## config.mk

```make
export PLATFORM = sky130hd
export DESIGN_NAME = ata_taskfile
export DESIGN_NICKNAME = d
export VERILOG_FILES = /design/src/rtl/ata_tf_pkg.sv /design/src/rtl/ata_tf_regs.sv /design/src/rtl/ata_tf_idgen.sv /design/src/rtl/ata_tf_seq.sv /design/src/rtl/ata_taskfile.sv
export SDC_FILE = /design/constraint.sdc
export NUM_CORES = 1
export LEC_CHECK = 0
export BUFFER_PORTS_ARGS = -buffer_cell sky130_fd_sc_hd__buf_2
export CORE_UTILIZATION = 56
export CTS_BUF_LIST = sky130_fd_sc_hd__clkbuf_4 sky130_fd_sc_hd__clkbuf_8 sky130_fd_sc_hd__clkbuf_16
export CTS_CLUSTER_SIZE = 24
export DETAILED_ROUTE_END_ITERATION = 16
export PLACE_DENSITY_LB_ADDON = 0.05
export RECOVER_POWER = 25
export SYNTH_ARGS = -nofsm -noshare
export SYNTH_HDL_FRONTEND = slang
export SYNTH_SLANG_ARGS = --single-unit
```

## constraint.sdc

```tcl
create_clock -name clk -period 4.9 [get_ports clk]
set_input_delay 0.98 -clock clk [delete_from_list [all_inputs] [get_ports clk]]
set_output_delay 0.98 -clock clk [all_outputs]
set_load 0.02 [all_outputs]
```

## src/rtl/ata_tf_pkg.sv

```systemverilog
package ata_tf_pkg;
  localparam int ST_BSY  = 7;
  localparam int ST_DRDY = 6;
  localparam int ST_DF   = 5;
  localparam int ST_DRQ  = 3;
  localparam int ST_ERR  = 0;

  localparam logic [7:0] OP_IDENT = 8'hEC;
  localparam logic [7:0] OP_FLUSH = 8'hE7;
  localparam logic [7:0] OP_RDDMA = 8'hC8;
  localparam logic [7:0] OP_WRDMA = 8'hCA;

  typedef enum logic [2:0] {
    OFS_DATA = 3'd0, OFS_ERR = 3'd1, OFS_CNT = 3'd2, OFS_LBA0 = 3'd3,
    OFS_LBA1 = 3'd4, OFS_LBA2 = 3'd5, OFS_DEV = 3'd6, OFS_CMD = 3'd7
  } ofs_t;

  typedef enum logic [2:0] {
    S_IDLE, S_ID_PREP, S_ID_XFER, S_FL_REQ, S_FL_WAIT, S_DMA_REQ, S_DMA_RUN
  } seq_state_t;

  // identify content: word 85 flags write cache on, others carry their index
  function automatic logic [15:0] id_word(input logic [15:0] idx);
    if (idx == 16'd85) return 16'h0020;
    return {8'hA5, idx[7:0]};
  endfunction
endpackage

```

## src/rtl/ata_tf_regs.sv

```systemverilog
module ata_tf_regs
  import ata_tf_pkg::*;
#(
  parameter logic [15:0] BASE      = 16'h01F0,
  parameter int          LBA_BYTES = 3
) (
  input  logic                   clk,
  input  logic                   rst_n,
  input  logic [15:0]            io_addr,
  input  logic                   io_wr,
  input  logic                   io_rd,
  input  logic [15:0]            io_wdata,
  output logic [15:0]            io_rdata,
  input  logic                   busy,
  input  logic                   drq,
  input  logic [7:0]             status,
  input  logic [7:0]             err_reg,
  input  logic [15:0]            data_word,
  output logic                   cmd_wr,
  output logic [7:0]             cmd_op,
  output logic                   stat_rd,
  output logic                   data_rd,
  output logic                   dev_sel,
  output logic [8*LBA_BYTES-1:0] lba,
  output logic [7:0]             count,
  output logic [7:0]             dev_reg
);
  logic       hit;
  ofs_t       ofs;
  logic       tf_we;
  logic [7:0] lba_q [LBA_BYTES];
  logic [7:0] cnt_q, dev_q;

  assign hit   = (io_addr[15:3] == BASE[15:3]);
  assign ofs   = ofs_t'(io_addr[2:0]);
  assign tf_we = io_wr && hit && !busy;

  assign cmd_wr  = io_wr && hit && (ofs == OFS_CMD);
  assign cmd_op  = io_wdata[7:0];
  assign stat_rd = io_rd && hit && (ofs == OFS_CMD);
  assign data_rd = io_rd && hit && (ofs == OFS_DATA);

  genvar g;
  generate
    for (g = 0; g < LBA_BYTES; g++) begin : g_lba
      always_ff @(posedge clk or negedge rst_n) begin
        if (!rst_n)
          lba_q[g] <= 8'h00;
        else if (tf_we && (io_addr[2:0] == 3'(int'(OFS_LBA0) + g)))
          lba_q[g] <= io_wdata[7:0];
      end
      assign lba[8*g +: 8] = lba_q[g];
    end
  endgenerate

  always_ff @(posedge clk or negedge rst_n) begin
    if (!rst_n) begin
      cnt_q <= 8'h00;
      dev_q <= 8'h00;
    end else if (tf_we) begin
      if (ofs == OFS_CNT) cnt_q <= io_wdata[7:0];
      if (ofs == OFS_DEV) dev_q <= io_wdata[7:0];
    end
  end

  assign count   = cnt_q;
  assign dev_reg = dev_q;
  assign dev_sel = dev_q[4];

  always_comb begin
    io_rdata = 16'h0000;
    if (hit) begin
      case (ofs)
        OFS_DATA: io_rdata = drq ? data_word : 16'h0000;
        OFS_ERR:  io_rdata = {8'h00, err_reg};
        OFS_CNT:  io_rdata = {8'h00, cnt_q};
        OFS_DEV:  io_rdata = {8'h00, dev_q};
        OFS_CMD:  io_rdata = {8'h00, status};
        default: begin
          for (int i = 0; i < LBA_BYTES; i++)
            if (io_addr[2:0] == 3'(int'(OFS_LBA0) + i))
              io_rdata = {8'h00, lba_q[i]};
        end
      endcase
    end
  end
endmodule

```

## src/rtl/ata_tf_idgen.sv

```systemverilog
module ata_tf_idgen
  import ata_tf_pkg::*;
#(
  parameter int WORDS = 256
) (
  input  logic        clk,
  input  logic        rst_n,
  input  logic        start,
  input  logic        advance,
  output logic [15:0] word,
  output logic        last
);
  localparam int IW = (WORDS > 1) ? $clog2(WORDS) : 1;
  logic [IW-1:0] idx;

  always_ff @(posedge clk or negedge rst_n) begin
    if (!rst_n)       idx <= '0;
    else if (start)   idx <= '0;
    else if (advance) idx <= idx + 1'b1;
  end

  assign word = id_word(16'(idx));
  assign last = (idx == IW'(WORDS - 1));
endmodule

```

## src/rtl/ata_tf_seq.sv

```systemverilog
module ata_tf_seq
  import ata_tf_pkg::*;
#(
  parameter int   PREP_CYCLES = 4,
  parameter logic DEV_ID      = 1'b0
) (
  input  logic       clk,
  input  logic       rst_n,
  input  logic       cmd_wr,
  input  logic [7:0] cmd_op,
  input  logic       dev_sel,
  input  logic       stat_rd,
  input  logic       data_rd,
  input  logic       id_last,
  input  logic       flush_ready,
  input  logic       flush_done,
  input  logic       dma_ready,
  input  logic       dma_done,
  output logic       busy,
  output logic       drq,
  output logic [7:0] status,
  output logic [7:0] err_reg,
  output logic       irq,
  output logic       id_start,
  output logic       id_adv,
  output logic       flush_valid,
  output logic       dma_valid,
  output logic       dma_dir
);
  localparam int PW = $clog2(PREP_CYCLES + 1);

  seq_state_t     st, st_nx;
  logic [PW-1:0]  prep_cnt;
  logic           err_q, irq_q, dir_q;
  logic           cmd_ok, known, done_evt;

  assign busy   = (st != S_IDLE) && (st != S_ID_XFER);
  assign drq    = (st == S_ID_XFER);
  assign cmd_ok = cmd_wr && !busy && (dev_sel == DEV_ID);
  assign known  = (cmd_op == OP_IDENT) || (cmd_op == OP_FLUSH) ||
                  (cmd_op == OP_RDDMA) || (cmd_op == OP_WRDMA);

  assign id_start = cmd_ok && (cmd_op == OP_IDENT);
  assign id_adv   = drq && data_rd;

  always_comb begin
    st_nx    = st;
    done_evt = 1'b0;
    if (cmd_ok) begin
      case (cmd_op)
        OP_IDENT:          st_nx = S_ID_PREP;
        OP_FLUSH:          st_nx = S_FL_REQ;
        OP_RDDMA, OP_WRDMA: st_nx = S_DMA_REQ;
        default: begin
          st_nx    = S_IDLE;
          done_evt = 1'b1;
        end
      endcase
    end else begin
      case (st)
        S_ID_PREP:
          if (prep_cnt == PW'(PREP_CYCLES - 1)) begin
            st_nx    = S_ID_XFER;
            done_evt = 1'b1;
          end
        S_ID_XFER: if (data_rd && id_last) st_nx = S_IDLE;
        S_FL_REQ:  if (flush_ready) st_nx = S_FL_WAIT;
        S_FL_WAIT:
          if (flush_done) begin
            st_nx    = S_IDLE;
            done_evt = 1'b1;
          end
        S_DMA_REQ: if (dma_ready) st_nx = S_DMA_RUN;
        S_DMA_RUN:
          if (dma_done) begin
            st_nx    = S_IDLE;
            done_evt = 1'b1;
          end
        default: st_nx = st;
      endcase
    end
  end

  always_ff @(posedge clk or negedge rst_n) begin
    if (!rst_n) begin
      st       <= S_IDLE;
      prep_cnt <= '0;
      err_q    <= 1'b0;
      irq_q    <= 1'b0;
      dir_q    <= 1'b0;
    end else begin
      st <= st_nx;
      if (st == S_ID_PREP) prep_cnt <= prep_cnt + 1'b1;
      else                 prep_cnt <= '0;
      if (cmd_ok) begin
        err_q <= !known;
        dir_q <= (cmd_op == OP_RDDMA);
      end
      if (done_evt)                irq_q <= 1'b1;
      else if (stat_rd || cmd_ok)  irq_q <= 1'b0;
    end
  end

  always_comb begin
    status          = 8'h00;
    status[ST_BSY]  = busy;
    status[ST_DRDY] = 1'b1;
    status[ST_DF]   = 1'b0;
    status[ST_DRQ]  = drq;
    status[ST_ERR]  = err_q;
  end

  assign err_reg     = {5'b0, err_q, 2'b0};
  assign irq         = irq_q;
  assign flush_valid = (st == S_FL_REQ);
  assign dma_valid   = (st == S_DMA_REQ);
  assign dma_dir     = dir_q;
endmodule

```

## src/rtl/ata_taskfile.sv

```systemverilog
module ata_taskfile
  import ata_tf_pkg::*;
#(
  parameter logic [15:0] BASE        = 16'h01F0,
  parameter int          LBA_BYTES   = 3,
  parameter int          ID_WORDS    = 256,
  parameter int          PREP_CYCLES = 4,
  parameter logic        DEV_ID      = 1'b0
) (
  input  logic                   clk,
  input  logic                   rst_n,
  input  logic [15:0]            io_addr,
  input  logic                   io_wr,
  input  logic                   io_rd,
  input  logic [15:0]            io_wdata,
  output logic [15:0]            io_rdata,
  output logic                   irq,
  output logic                   flush_valid,
  input  logic                   flush_ready,
  input  logic                   flush_done,
  output logic                   dma_valid,
  input  logic                   dma_ready,
  output logic                   dma_dir,
  input  logic                   dma_done,
  output logic [8*LBA_BYTES-1:0] xfer_lba,
  output logic [7:0]             xfer_count
);
  logic        busy, drq, cmd_wr, stat_rd, data_rd, dev_sel;
  logic        id_start, id_adv, id_last;
  logic [7:0]  cmd_op, status_w, err_reg, dev_reg;
  logic [15:0] id_word_w;

  ata_tf_regs #(.BASE(BASE), .LBA_BYTES(LBA_BYTES)) u_regs (
    .clk(clk), .rst_n(rst_n), .io_addr(io_addr), .io_wr(io_wr),
    .io_rd(io_rd), .io_wdata(io_wdata), .io_rdata(io_rdata),
    .busy(busy), .drq(drq), .status(status_w), .err_reg(err_reg),
    .data_word(id_word_w), .cmd_wr(cmd_wr), .cmd_op(cmd_op),
    .stat_rd(stat_rd), .data_rd(data_rd), .dev_sel(dev_sel),
    .lba(xfer_lba), .count(xfer_count), .dev_reg(dev_reg)
  );

  ata_tf_idgen #(.WORDS(ID_WORDS)) u_idgen (
    .clk(clk), .rst_n(rst_n), .start(id_start), .advance(id_adv),
    .word(id_word_w), .last(id_last)
  );

  ata_tf_seq #(.PREP_CYCLES(PREP_CYCLES), .DEV_ID(DEV_ID)) u_seq (
    .clk(clk), .rst_n(rst_n), .cmd_wr(cmd_wr), .cmd_op(cmd_op),
    .dev_sel(dev_sel), .stat_rd(stat_rd), .data_rd(data_rd),
    .id_last(id_last), .flush_ready(flush_ready), .flush_done(flush_done),
    .dma_ready(dma_ready), .dma_done(dma_done), .busy(busy), .drq(drq),
    .status(status_w), .err_reg(err_reg), .irq(irq),
    .id_start(id_start), .id_adv(id_adv), .flush_valid(flush_valid),
    .dma_valid(dma_valid), .dma_dir(dma_dir)
  );
endmodule

```

==> impl_metrics.csv <==
group,metric,value,unit
yosys,syn_inst,314,
clock_network,cts_resized,0,
setup_path,crit_required,3.92,ns
yosys,ys_seq_area_share,44.1,%
hold_path,hold_depth,1,
yosys,netlist.top_cell.by_area,"dfrtp_1",
setup_path,r2r-end,"u_regs.count[7]",
setup_path,r2r_slack,2.55,ns
cells_and_area,areaGrowthSynthToFinish,18.9,%
clock_network,cts_sinks,57,
setup_path,end_kind,"output pin",
cells_and_area,largest_register_ffs,24,
clock_network,clk_pin_slew,0.07,ns
place,place_area,3630,um2
floorplan,start_util,58.4,%
pwr,ir_drop,0.247,mV
drt,first_pass_iters,5,
hold_path,min_to,"u_seq.prep_cnt[0]",
grt,use_met2,43.5,%
grt,grtUsageTotal,27.5,%
floorplan,rows,27,
floorplan,die_area,6080,um2
cells_and_area,final_common_cell,"buf_2",
yosys,synth_top_area_share,44.1,%
pwr,power.density,272,nW/um2
sta,skew,0.00514,ns
drt,via_per_inst,5.94,
sta,setup_viol,0,
pwr,total_leakage_power,0.00197,uW
sta,tns,0,ns
run_status,status,"finished with violations",
clock_network,cts_tree,"yes",
sta,max_freq,266,MHz
sta,timing.slew.headroom,-104,%
setup_path,startpoint_type,"primary input",
sta,finalCriticalPeriod,3.75,ns
floorplan,coreArea,5540,um2
sta,grt_setup_unrepaired,"no",
grt,met3_usage,5.53,%
grt,antenna_found_initial,0,
grt,grt_pass1_vias,2575,
drt,drtIter0Drc,186,
clock_network,cts_max_level,3,
yosys,ys_warn_count,0,
cells_and_area,nNetsFinal,430,
setup_path,slowest_delay,0.57,ns
drt,vias,2745,
sta,tightest_slew,3.06,ns
place,gp_congestion,0.872,
drt,post_drt_wl_per_cell,17.1,um
yosys,postSynth.asyncResetShare,100,%
grt,grt_max_degree,58,
drt,drt_wl_total,7920,um
grt,busiest_layer,"met2",
run_status,violations,"max-capacitance violations, max-slew violations",
cells_and_area,num_antenna_cells,0,
floorplan,fp.dieW,78.0,um
cells_and_area,drive_above_1_share,39.7,%
setup_path,r2r_start,"u_seq.st[0]",
setup_path,critical_path_class,"primary input to output pin",
place,port_buffers,79,
sta,timing.final.crit_share,76.6,%
clock_network,post-cts-setup-buffer-count,0,
cells_and_area,finalNonFillerCells,462,
cells_and_area,layout_common_cells,"79 x buf_2, 57 x dfrtp_1, 49 x mux2_2",
hold_path,holdCritStartpoint,"u_seq.prep_cnt[0]",
grt,grt.overflow.total,0,
yosys,synth-edff-count,0,
setup_path,crit_chain,"buf_2, or4_4, nor2b_1, nand2_1, a211oi_1, buf_2",
yosys,synth_area,3230,um2
job,drv_cap,1,
grt,grt_pass1_wl,12700,um
cells_and_area,fill_cells,433,
cells_and_area,fin_area,3840,um2
sta,slew_violations,58,
floorplan,die_h,78.0,um
hold_path,worst_hold_path_type,"flip-flop to flip-flop",
setup_path,cp_slowest_cell,"or4_4",
clock_network,cts-root-buf,"clkbuf_8",
setup_path,worst_r2r_path_depth,5,
setup_path,crit_arrival,2.77,ns
pwr,fin_total_pwr,1040,uW
clock_network,holdBufCountCts,0,
clock_network,cts_buffers,9,
drt,ant_nets,0,
setup_path,path_max_fanout,11,
clock_network,clock_latency,0.34,ns
place,dp_hpwl,5470,um
sta,finalHoldViolCount,0,
yosys,ys_ff_latch,57,
place,dpl.cell_count,447,
yosys,synth.avg_cell_area,10.3,um2
yosys,ys.flop_type,"dfrtp_1",
yosys,synth_area_leaders,"dfrtp_1 44%, mux2_2 17%, nor2_1 2.7%",
yosys,synthDistinctLibCells,49,
setup_path,cp_common_cell,"buf_2",
grt,grt_use_met1,36.7,%
floorplan,ios,92,
clock_network,cts_buffer_depth,2,
sta,whs,0.452,ns
drt,drc_errors,0,
critical path, delay by kind of cell:
kind,cells,cell delay (ns)
buf+inv,2,0.30
compound gates,1,0.36
simple gates,3,1.12
synth_stat cells (3+ instances only):
cell type,instances
nand4_1,6
o21ai_0,16
ha_1,4
dfrtp_1,57
o21a_1,4
buf_4,7
clkbuf_1,12
nor2_1,23
nor2b_1,6
mux2_2,49
o22ai_1,10
inv_1,10
nor3_1,11
nor3b_1,3
nand2_1,21
and3_1,5
xor2_1,6
nand3_1,8
and4_1,3
a21oi_1,9
a221oi_1,5
worst max-delay path by stage:
stage / depth (start not counted) / startpoint / to
detailed placement: 6 / io_addr[10] / io_rdata[3]
global placement: 6 / io_addr[10] / io_rdata[3]
CTS: 6 / io_addr[10] / io_rdata[3]
finish: 6 / io_addr[10] / io_rdata[3]
floorplan: 6 / io_addr[10] / io_rdata[10]
global route: 2 / rst_n / u_regs.lba[12]
metrics by stage:
stage | setup slack (ns) | util [%]
final | 1.15 | 69.4
after floorplan | 1.25 | -
after CTS | 1.12 | 69.4
after global routing | 0.729 | 69.4
after detailed placement | 1.12 | 65.5
after global placement | 1.17 | 65.5
area by class of cell:
class,instances,area (um2),area share [%]
Timing Repair Buffer,81,407,10.6
Inverter,10,37.5,0.977
Multi-Input combinational cell,227,1670,43.3
Clock buffer,10,138,3.58
Clock inverter,5,80.1,2.08
Tap cell,72,90.1,2.34
Sequential cell,57,1430,37.1
per-layer routing:
metal | up-vias | wire length (um)
li1 | 1272 | -
met3 | 12 | 532
met1 | 1338 | 3520
met4 | 0 | 114
met2 | 123 | 3740
met5 | - | 0
power by group:
group	switching, uW	total (uW)	internal [uW]
combinational	55.1	82.7	27.6
sequential	2.70	475	472
clock	191	487	296
total	249	1040	796
cell families after synthesis:
| family | Yosys count | synth area share [%] |
|---|---|---|
| other | 1 | 0.116 |
| adder cells (fa/ha/maj) | 4 | 1.55 |
| AND/OR/NAND/NOR | 109 | 19.9 |
| multiplexers | 51 | 17.7 |
| flip-flops | 57 | 44.1 |
| AO/OA/AOI/OAI | 52 | 10.1 |
| XOR/XNOR | 7 | 1.90 |
| buffers and inverters | 33 | 4.72 |
(Power assumes the default switching activity.)
